$ cat src/rtl/sc_event_window.sv
module sc_event_window #(
  parameter int RAMP_W = 10,
  parameter int SET_W  = 8,
  parameter int WIN    = 32,
  parameter int LIMIT  = 8
) (
  input  logic              clk,
  input  logic              rst_n,
  input  logic              en,
  input  logic              cyc_start,
  input  logic [RAMP_W-1:0] ramp,
  input  logic [RAMP_W-1:0] ramp_max,
  input  logic [SET_W-1:0]  sc_set,
  input  logic              ilim,
  input  logic              ss_done,
  output logic              sc_req
);
  localparam int CNT_W  = $clog2(WIN + 1);
  localparam int PROD_W = RAMP_W + SET_W;

  logic [WIN-1:0]   hist;
  logic [CNT_W-1:0] cnt;
  logic             pend;
  logic             lockout;

  logic [PROD_W-1:0] prod;
  logic [RAMP_W-1:0] thr;
  logic              armed, hit, fire;
  logic [CNT_W-1:0]  cnt_next;

  assign prod     = PROD_W'(ramp_max) * PROD_W'(sc_set);
  assign thr      = prod[PROD_W-1:SET_W];
  assign armed    = en & ss_done & ~lockout & (sc_set != '0);
  assign hit      = armed & ilim & (ramp <= thr);
  assign cnt_next = cnt + CNT_W'(pend) - CNT_W'(hist[WIN-1]);
  assign fire     = armed & cyc_start & (cnt_next >= CNT_W'(LIMIT));

  always_ff @(posedge clk) begin
    if (!rst_n) begin
      hist    <= '0;
      cnt     <= '0;
      pend    <= 1'b0;
      lockout <= 1'b0;
      sc_req  <= 1'b0;
    end else begin
      sc_req <= fire;
      if (fire)          lockout <= 1'b1;
      else if (!ss_done) lockout <= 1'b0;
      if (!armed || fire) begin
        hist <= '0;
        cnt  <= '0;
        pend <= 1'b0;
      end else if (cyc_start) begin
        hist <= {hist[WIN-2:0], pend};
        cnt  <= cnt_next;
        pend <= hit;
      end else begin
        pend <= pend | hit;
      end
    end
  end

  a_r7_single_clock: assert property (@(posedge clk) disable iff (!rst_n)
    sc_req |=> !sc_req);

  a_r5_on_strobe: assert property (@(posedge clk) disable iff (!rst_n)
    sc_req |-> $past(cyc_start));

  a_r5_tally: assert property (@(posedge clk) disable iff (!rst_n)
    cnt == CNT_W'($countones(hist)));

  a_r4_zero_set: assert property (@(posedge clk) disable iff (!rst_n)
    $past(sc_set == '0) |-> (hist == '0 && !sc_req));

  a_r10_not_ready: assert property (@(posedge clk) disable iff (!rst_n)
    !ss_done |=> (hist == '0 && !sc_req));

  a_r8_held_off: assert property (@(posedge clk) disable iff (!rst_n)
    sc_req |-> (hist == '0 && lockout));
endmodule

$ cat config.mk
export PLATFORM = sky130hd
export DESIGN_NAME = sc_event_window
export DESIGN_NICKNAME = d
export VERILOG_FILES = /design/src/rtl/sc_event_window.sv
export SDC_FILE = /design/constraint.sdc
export NUM_CORES = 1
export LEC_CHECK = 0
export BUFFER_PORTS_ARGS = -buffer_cell sky130_fd_sc_hd__buf_2
export CORE_MARGIN = 1.5
export CORE_UTILIZATION = 40
export CTS_CLUSTER_SIZE = 24
export DETAILED_ROUTE_END_ITERATION = 10
export HOLD_SLACK_MARGIN = 0.1
export MAX_ROUTING_LAYER = met4
export PLACE_DENSITY = 0.58
export SLEW_MARGIN = 20
export SYNTH_ARGS = -nofsm -noshare
export SYNTH_HDL_FRONTEND = slang
export SYNTH_SLANG_ARGS = --single-unit
$ cat constraint.sdc
create_clock -name clk -period 6.4 [get_ports clk]
set_input_delay 0.32 -clock clk [delete_from_list [all_inputs] [get_ports clk]]
set_output_delay 0.32 -clock clk [all_outputs]
set_load 0.01 [all_outputs]
# Yosys cells after proc, flatten, opt, wreduce, memory -nomap -nowiden
# Index checks and enable logic that the tools add are counted.
[word_totals] wordCells=28 register_bits=41
[classes] n_addsub=2 n_mul=1 n_eq_ne=1 muxes=3 bitwise_logic=10 n_reduce_logical=4 magnitude_cmp=2
[ops] operator="10-bit by 8-bit multiplier with 18-bit output" n=1
[ops] operator="10-bit <= comparator" n=1
[ops] operator="8-bit nonzero test" n=1
[ops] operator="1-bit bitwise AND" n=7
[ops] operator="6-bit by 1-bit adder with 6-bit output" n=1
[ops] operator="6-bit by 4-bit greater-or-equal comparator with 1-bit output, second input constant" n=1
[ops] operator="6-bit by 1-bit subtractor with 6-bit output" n=1
[ops] operator="1-bit 2-to-1 mux" n=3
[ops] operator="2-bit by 1-bit != test with 1-bit output, second input constant" n=1
[ops] operator="1-bit inverter" n=2
[ops] operator="2-bit OR reduction" n=1
[ops] operator="1-bit logical NOT" n=1
[ops] operator="1-bit logical OR" n=1
[ops] operator="1-bit OR" n=1

# Longest topological paths before layout
# Gate-level depths: netlist (run 1).
[depth] ltp_word=7 depth_mapped=24 depth_no_buf=23

# Worst setup path after synthesis (run 1)
# Ideal clock, no wire load.
[synth_path] kind="input to register" start="in sc_set[7]" end="reg pend" t_required_ps=6330 t_arrival_ps=5545 n_path_buf=1 setup_time_ps=70 cell_stages=21 path_slack_ps=785 cell_sequence="clkbuf_1 and2_1 fa_1 fa_1 fa_1 inv_1 fa_1 inv_1 ha_1 and3_1 a221o_1 a21o_1 and2_4 a21oi_1 xor2_1 ha_1 a21o_1 a21o_1 a2111oi_0 o2111ai_1 a21oi_1"
[synth_via] elab_chain_len=6 elab_cells_between_ends=13
[synth_lines] item="from (decl)" line_no="13" rtl="input logic [SET_W-1:0] sc_set,"
[synth_lines] item="branches (longest 6 deep; another with 10-bit by 8-bit multiplier with 18-bit output)"
[synth_lines] item="to (signal assigned)" line_no="56" rtl="pend <= hit;"
[synth_lines] item="to (signal assigned)" line_no="58" rtl="pend <= pend | hit;"
[synth_lines] item="to (decl)" line_no="23" rtl="logic pend;"
# Several ways; the timed one is not identified.
# A chain may end at the register's enable or synchronous reset.

# Worst setup path after layout (run 1)
# Ends and elaborated chain as after synthesis.

==> results by stage, run 1 <==
Status:
- The flow ran to the end, and the final reports show no timing, DRC or antenna violations.

Timing:
- The slew at the pin with the worst max-slew slack is 1001 ps.
- The final count of hold timing violations is 0.
- Across the routed clock network, the largest skew measured is about 6.9 ps.
- The headroom to the max-slew limit is approximately a third.
- Setup violations remaining at the end of the flow were counted as 0.
- The number of pins exceeding their max-slew limit in the final report came to 0.
- Setup repair after global routing left no endpoint under its margin.
- The achievable clock frequency is roughly 180 MHz.
- The final total negative setup slack is 0 ps.
- The worst path in the final design needs a cycle of 5595 ps, including I/O delays and setup.
- Final hold analysis gives a worst-case slack of approximately 270 ps.
- The fraction of the cycle the final worst path needs is 87.42%.

Routing:
- Wires add up to 8006 um.
- The routed length per placed instance is 12.83 um.
- The detail route stage leaves a number of antenna-violating nets equal to 0.
- In this run, the number of DRC markers left after iteration 0 of detailed routing was 49.
- Detailed routing inserted a total of 2984 vias.
- After detailed routing, the number of vias per cell comes to 4.782.
- In the routed design, unresolved DRC markers number 0.
- The number of detailed-routing iterations run before antenna repair is 4.

Worst setup path:
- The worst register-to-register path has a depth of 13.
- The worst register-to-register path ends at cnt[1].
- The kind of start point of the critical path is an input pin.
- The launch point of the worst reg-to-reg path is pend.
- The critical path data required time is 6620 ps.
- At the worst endpoint, the arrival time is 5810 ps.
- Along the worst path, the maximum fanout reaches 11.
- The endpoint class of the critical path is a register.
- The critical path in this run is classified as in2reg.
- For flop-to-flop paths, the worst setup slack is 3700 ps.

Yosys:
- The number of register bits inferred by synthesis is between 40 and 50.
- Averaged over all synthesized cells, the footprint is ~9.3 um^2.
- Counting every instance in the synthesized netlist gives 460.
- The distinct cell type count of the synthesized netlist is 45.
- The commonest register cell after synthesis is sky130_fd_sc_hd__dfxtp_1.
- The post-synth design cell area is roughly 4300 um^2.
- In the synthesized netlist the async set-or-reset flop fraction comes to 0%.
- The sequential element share of the synthesized area is 19.20%.
- The post-synth net total is just under 600.
- Counting flops with a built-in enable in the synthesized netlist gives 0.
- The Yosys step of the flow raised 0 warnings.

Global route:
- The via count of the first global-routing pass was 3096.
- The aggregate global routing overflow is 0.
- Entering global routing, the biggest net connects 40 pins.
- The number of antenna violations at the first check in global routing was 0.
- The first global-routing pass estimated between 10000 and 15000 um of wire.
- The overall fraction of global-route tracks in use is 16.22%.

Floorplanning:
- In this run the count of I/O pins placed on the die edge is 35.
- The floorplan has 37 rows.
- The area of the die is between 10000 and 15000 um^2.
- The initial standard-cell utilization of the core is 41.40%.
- The vertical die dimension is 106.4 um.
- The horizontal die dimension is 106.4 um.
- The floorplan step defined a core boundary enclosing 10320 um^2.

Job:
- The number of maximum-capacitance violations is 0.

Clocking:
- Once the clock tree was built, the setup fixing pass inserted 0 buffers.
- The number of clock buffers added by TritonCTS is 5.
- The number of instances resized during post-cts repair is 0.
- The hold-fix buffer count after cts is 0.
- The root buffer cell chosen for the clock tree is sky130_fd_sc_hd__clkbuf_8.
- The later-pin clock latency in the skew report is 290 ps.
- The clock passes through at most 2 buffers.
- For this design, the sink count on the clock tree is 41.
- After clock tree synthesis, the clock-pin slew on the worst setup and hold paths is 80 ps.
- The CTS tree is built.
- The deepest level of the CTS H-tree is 2.

Placed design:
- The estimated wirelength of the detail-placed design is 6712 um.
- The port buffer count is 34.
- After detailed placement, the total cell area comes to approximately 4500 um^2.
- At the end of routability-driven placement, the weighted congestion stood at 0.8172.

Power and ir drop:
- Power spread over the standard cell area amounts to 264.1 nW/um^2.
- The static leakage is 0.002321 uW.
- The peak supply drop is 0.2319 mV.

Worst hold path:
- The startpoint of the tightest hold check path is rst_n.
- The worst hold-check path type is in2reg.
- The depth of the worst hold-timing path is 3.
- The worst min-delay path endpoint is lockout.

Final layout:
- The post-route standard cell area excluding fillers is ~4600 um^2.
- Cells with a size suffix above 1 make up between 10% and 20% of the layout.
- The repair_antennas step left the layout with diodes totalling 0.
- The final layout contains between 600 and 700 nets.
- For this run, the share of the core covered by cells in the final layout is 45.00%.
- The area growth from synthesis to final layout is 8.694%.
-- layer usage --
layer,GRT usage [%],up-vias,wire (um)
li1,-,1527,-
met1,21.74,1416,3886
met2,26.73,34,3856
met3,1.655,7,202
met4,3.282,0,61
met5,-,-,0
-- kinds of logic after synthesis --
logic type / share of synthesized area (%)
xor gates and xnor gates: 2.459
buffers and inverters: 8.284
DFF: 19.20
AOI/OAI and AO/OA: 7.114
adders and majority gates: 37.41
and+or+nand+nor: 17.56
muxes: 7.963
-- synthesized netlist by cell type (3+ instances only) --
| cell | instances | share of area, % |
|---|---|---|
| sky130_fd_sc_hd__inv_1 | 71 | 6.2 |
| sky130_fd_sc_hd__and2_1 | 51 | 7.5 |
| sky130_fd_sc_hd__ha_1 | 51 | 15 |
| sky130_fd_sc_hd__fa_1 | 48 | 22 |
| sky130_fd_sc_hd__dfxtp_1 | 41 | 19 |
| sky130_fd_sc_hd__nor2_1 | 40 | 3.5 |
| sky130_fd_sc_hd__mux2i_1 | 34 | 8.0 |
| sky130_fd_sc_hd__nand2_1 | 30 | 2.6 |
| sky130_fd_sc_hd__a21oi_1 | 13 | 1.5 |
| sky130_fd_sc_hd__a21o_1 | 11 | 1.9 |
| sky130_fd_sc_hd__clkbuf_1 | 9 | 0.79 |
| sky130_fd_sc_hd__xor2_1 | 9 | 1.8 |
| sky130_fd_sc_hd__nor3_1 | 5 | 0.59 |
| sky130_fd_sc_hd__buf_6 | 4 | 1.1 |
| sky130_fd_sc_hd__nand3_1 | 3 | 0.35 |
| sky130_fd_sc_hd__xnor2_1 | 3 | 0.61 |
-- sequential cells by signal, indices dropped and copies added, names as in the netlist --
name	flops
lockout	1
cnt	6
hist	32
pend	1
sc_req	1
-- power breakdown --
group	internal, uW	switching, uW	total, uW
combinational	352	418	770
sequential	255	0.316	256
clock	117	84.6	202
total	724	503	1230
-- critical path: stages --
cell	delay [ps]
sky130_fd_sc_hd__buf_2	160
sky130_fd_sc_hd__and2_1	190
sky130_fd_sc_hd__fa_1	500
sky130_fd_sc_hd__fa_1	540
sky130_fd_sc_hd__fa_1	560
sky130_fd_sc_hd__inv_1	60
sky130_fd_sc_hd__fa_1	530
sky130_fd_sc_hd__inv_1	40
sky130_fd_sc_hd__ha_1	330
sky130_fd_sc_hd__and3_1	200
sky130_fd_sc_hd__a221o_1	350
sky130_fd_sc_hd__a21o_1	200
sky130_fd_sc_hd__and2_4	180
sky130_fd_sc_hd__a21oi_1	170
sky130_fd_sc_hd__xor2_1	170
sky130_fd_sc_hd__ha_1	260
sky130_fd_sc_hd__a21o_1	180
sky130_fd_sc_hd__a21o_1	170
sky130_fd_sc_hd__a2111oi_0	390
sky130_fd_sc_hd__o2111ai_1	170
sky130_fd_sc_hd__a21oi_1	160
-- placed cells by master (no fill, tap or decap), types with 13 or more instances in the layout --
cell                      netlist  layout
sky130_fd_sc_hd__mux2i_1       34      34
sky130_fd_sc_hd__a21oi_1       13      13
sky130_fd_sc_hd__and2_1        51      51
sky130_fd_sc_hd__nand2_1       30      30
sky130_fd_sc_hd__nor2_1        40      40
sky130_fd_sc_hd__inv_1         71      71
sky130_fd_sc_hd__ha_1          51      51
sky130_fd_sc_hd__fa_1          48      48
sky130_fd_sc_hd__dfxtp_1       41      41
sky130_fd_sc_hd__buf_2          1      34
-- worst max path at each step --
stage	from	endpoint	slack (ps)	depth (start not counted)
final	sc_set[7]	pend	810	21
after global routing	sc_set[7]	pend	430	21
after CTS	sc_set[7]	pend	770	21
after global placement	sc_set[7]	pend	560	21
after floorplan	sc_set[7]	pend	780	21
after detailed placement	sc_set[7]	pend	460	21
-- cell type report --
type	instances	area [um^2]
Clock buffer	6	72.57
Clock inverter	2	38.79
Fill cell	1039	5678
Inverter	71	266.5
Multi-Input combinational cell	333	3099
Sequential cell	41	820.8
Tap cell	136	170.2
Timing Repair Buffer	35	177.7
-- per-stage QoR --
step,cells,total power [uW],setup slack [ps]
global placement,616,1025,561.2
CTS,624,1252,772.5
floorplan,460,875.0,784.9
finish,624,1227,805.0
global route,624,1378,427.9
detailed placement,616,1036,463.6
(Power assumes the default switching activity.)
==> inputs of run 2 (changes only) <==
==> constraint.sdc (replaced) <==
create_clock -name clk -period 6.9 [get_ports clk]
set_input_delay 0.345 -clock clk [delete_from_list [all_inputs] [get_ports clk]]
set_output_delay 0.345 -clock clk [all_outputs]
set_load 0.01 [all_outputs]
==> run 2 against run 1 <==
Against the previous run: wire length rose by 0.85%; register-to-register slack improved by 490 ps; critical path type unchanged; sequential share of layout area rose by 0.081 points; core utilization fell by 0.21 points; clock power fell by 23%.
==> results by stage, run 2 (same netlist as run 1, synthesis figures left out) <==
Power and ir drop:
- The total power per unit cell area is 239.6 nW/um^2 (was 264.1 nW/um^2).
- The static leakage is 0.002309 uW (was 0.002321 uW).
- The peak supply drop was 0.2102 mV (was 0.2319 mV).

Placed design:
- The estimated wirelength of the detail-placed design is 6749 um (was 6712 um).
- The last weighted congestion value of the routability-driven placer came to 0.8173 (was 0.8172).
- The port buffer count came to 34 (unchanged).

Timing:
- The final critical path takes up 81.12% of the cycle.
- The headroom to the max-slew limit is 31.51% (was 33.26%).
- The slew at the pin with the worst max-slew slack is 1027 ps (was 1001 ps).
- The final setup violation count is 0 (unchanged).
- The minimum clock period after layout is ~5600 ps.
- The final clock skew is 7.474 ps (was 6.879 ps).
- The final total negative setup slack was 0 ps (unchanged).
- The achievable clock frequency is 178.7 MHz.
- The number of pins exceeding their max-slew limit in the final report is 0 (unchanged).
- The final count of hold timing violations is 0 (unchanged).
- Unrepaired setup endpoints after global routing: no (unchanged).
- The worst hold slack across all endpoints is 299.6 ps (was 274.4 ps).

Global route:
- The via count of the first global-routing pass came to 3148 (was 3096).
- The aggregate global routing overflow is 0 (unchanged).
- The largest net degree at the start of global routing is 40 (unchanged).
- The first-pass GRT wire length was 14610 um (was 14370 um).
- The number of antenna violations at the first check in global routing was 0 (unchanged).
- The overall fraction of global-route tracks in use is 16.40% (was 16.22%).

Worst setup path:
- The start-to-end type of the worst setup path is in2reg (unchanged).
- The critical path data required time came to 7120 ps (was 6620 ps).
- The kind of start point of the critical path is an input pin (unchanged).
- The launch point of the worst reg-to-reg path is pend (unchanged).
- The startpoint of the worst setup timing path is sc_set[7] (unchanged).
- The largest driver fanout on the critical path is 11 (unchanged).
- The arrival time at the worst endpoint is 5810 ps (about the same).
- The endpoint class of the critical path is a register (unchanged).

Clocking:
- The clock-pin slew reported for the worst setup and hold paths after clock tree synthesis is 80 ps (about the same).
- The CTS buffer count is 5 (unchanged).
- The later-pin clock latency in the skew report came to 290 ps (about the same).
- The CTS tree is built (unchanged).
- The cell at the root of the clock tree is sky130_fd_sc_hd__clkbuf_8 (unchanged).
- The buffers inserted during post-CTS setup optimization came to 0 (unchanged).
- The deepest level of the CTS H-tree is 2 (unchanged).
- The number of instances resized during post-cts repair is 0 (unchanged).
- The hold-fix buffer count after cts is 0 (unchanged).
- The clock sink total came to 41 (unchanged).
- The maximum buffer depth of the clock tree is 2 (unchanged).

Floorplanning:
- The number of rows created at floorplan is 37 (unchanged).
- The initial standard-cell utilization of the core is 41.40% (unchanged).
- The area of the die came to 11310 um^2 (unchanged).
- The vertical die dimension is 106.4 um (unchanged).
- The horizontal die dimension is 106.4 um (unchanged).
- The core area came to 10320 um^2 (unchanged).
- The number of top-level design ports is 35 (unchanged).

Final layout:
- The register with the most flip-flops is hist (unchanged).
- The most frequent standard cell in the layout excluding fill and tap cells is sky130_fd_sc_hd__inv_1 (unchanged).
- The antenna diode instance count is 0 (unchanged).
- The area used by multi-input combinational logic is 3099 um^2 (unchanged).
- Registers with the most flip-flops: hist: 32 flops, cnt: 6 flops (unchanged).
- The post-layout net count was 620 (unchanged).
- The fraction of layout cells with a size suffix above 1 was 10.06% (was 10.04%).
- The flip-flop and latch area came to 820.8 um^2 (unchanged).
- The count of filler cells inserted in the layout came to 1027 (was 1039).
- The area growth from synthesis to final layout came to 8.197% (was 8.694%).
- Commonest cells after routing, fill and taps aside: sky130_fd_sc_hd__inv_1 (71), sky130_fd_sc_hd__and2_1 (51), sky130_fd_sc_hd__ha_1 (51), sky130_fd_sc_hd__fa_1 (48), sky130_fd_sc_hd__dfxtp_1 (41) (unchanged).
- The number of flip-flops under the largest register name is 32 (unchanged).

Routing:
- The routed length per placed instance was 12.96 um (was 12.83 um).
- The total routed wirelength is 8074 um (was 8006 um).
- The total vias in the final route came to 3001 (was 2984).
- The post-route antenna net violation count is 0 (unchanged).
- The DRC violations left is 0 (unchanged).
- The iteration-0 DRC count of the detailed router is 82 (was 49).
- The average vias per placed instance is 4.817 (was 4.782).
- The number of detailed-routing iterations run before antenna repair came to 4 (unchanged).

Worst hold path:
- The worst hold-check path type is in2reg (unchanged).
- The startpoint of the tightest hold check path is rst_n (unchanged).

Job:
- The number of maximum-capacitance violations was 0 (unchanged).

Status:
- Result of the run: finished clean (unchanged).
## run 2: power breakdown
part	total [uW]	switching, uW	leakage (uW)	internal [uW]
Combinational	715	388	0.00194	327
Clock	156	76.8	0.0000433	79.0
Sequential	237	0.291	0.000330	237
## run 2: layout make-up
class                   count  area share, %
well taps                 136          3.680
flip-flops and latches     41          17.75
clock buffers               6          1.786
clock inverters             1         0.1623
multi-input cells         333          67.02
repair buffers             35          3.842
inverters                  71          5.763
## run 2: per-layer routing
metal	global-route usage (%)	vias to the layer above	part of all wire, %
met1	21.96	1428	48
li1	-	1523	-
met5	-	-	0
met3	1.533	7	2.4
met4	3.475	0	0.99
met2	27.10	43	48
## run 2: worst max-delay path, cell delays in order
cell                        delay (ps)
sky130_fd_sc_hd__buf_2             160
sky130_fd_sc_hd__and2_1            190
sky130_fd_sc_hd__fa_1              500
sky130_fd_sc_hd__fa_1              540
sky130_fd_sc_hd__fa_1              550
sky130_fd_sc_hd__inv_1              50
sky130_fd_sc_hd__fa_1              530
sky130_fd_sc_hd__inv_1              40
sky130_fd_sc_hd__ha_1              330
sky130_fd_sc_hd__and3_1            190
sky130_fd_sc_hd__a221o_1           350
sky130_fd_sc_hd__a21o_1            200
sky130_fd_sc_hd__and2_4            180
sky130_fd_sc_hd__a21oi_1           160
sky130_fd_sc_hd__xor2_1            170
sky130_fd_sc_hd__ha_1              260
sky130_fd_sc_hd__a21o_1            180
sky130_fd_sc_hd__a21o_1            170
sky130_fd_sc_hd__a2111oi_0         390
sky130_fd_sc_hd__o2111ai_1         170
sky130_fd_sc_hd__a21oi_1           160
## run 2: metrics by stage
stage	util (%)	instances	cell area (um^2)	worst slack, ps	total power, uW
2_1_floorplan	-	460	4274	1260	811.6
5_1_grt	44.79	623	4624	859.7	1250
6_report	44.79	623	4624	1303	1108
3_3_place_gp	43.92	616	4534	1036	950.4
4_1_cts	44.79	623	4624	1255	1128
3_5_place_dp	43.92	616	4534	930.4	961.4
## run 2: worst paths after layout
kind / endpoint / slack [ps] / cells past startpoint
min reg2reg: lockout / 480 / 2
max reg2reg: cnt[1] / 4190 / 13
max: pend / 1300 / 21
min: lockout / 300 / 3
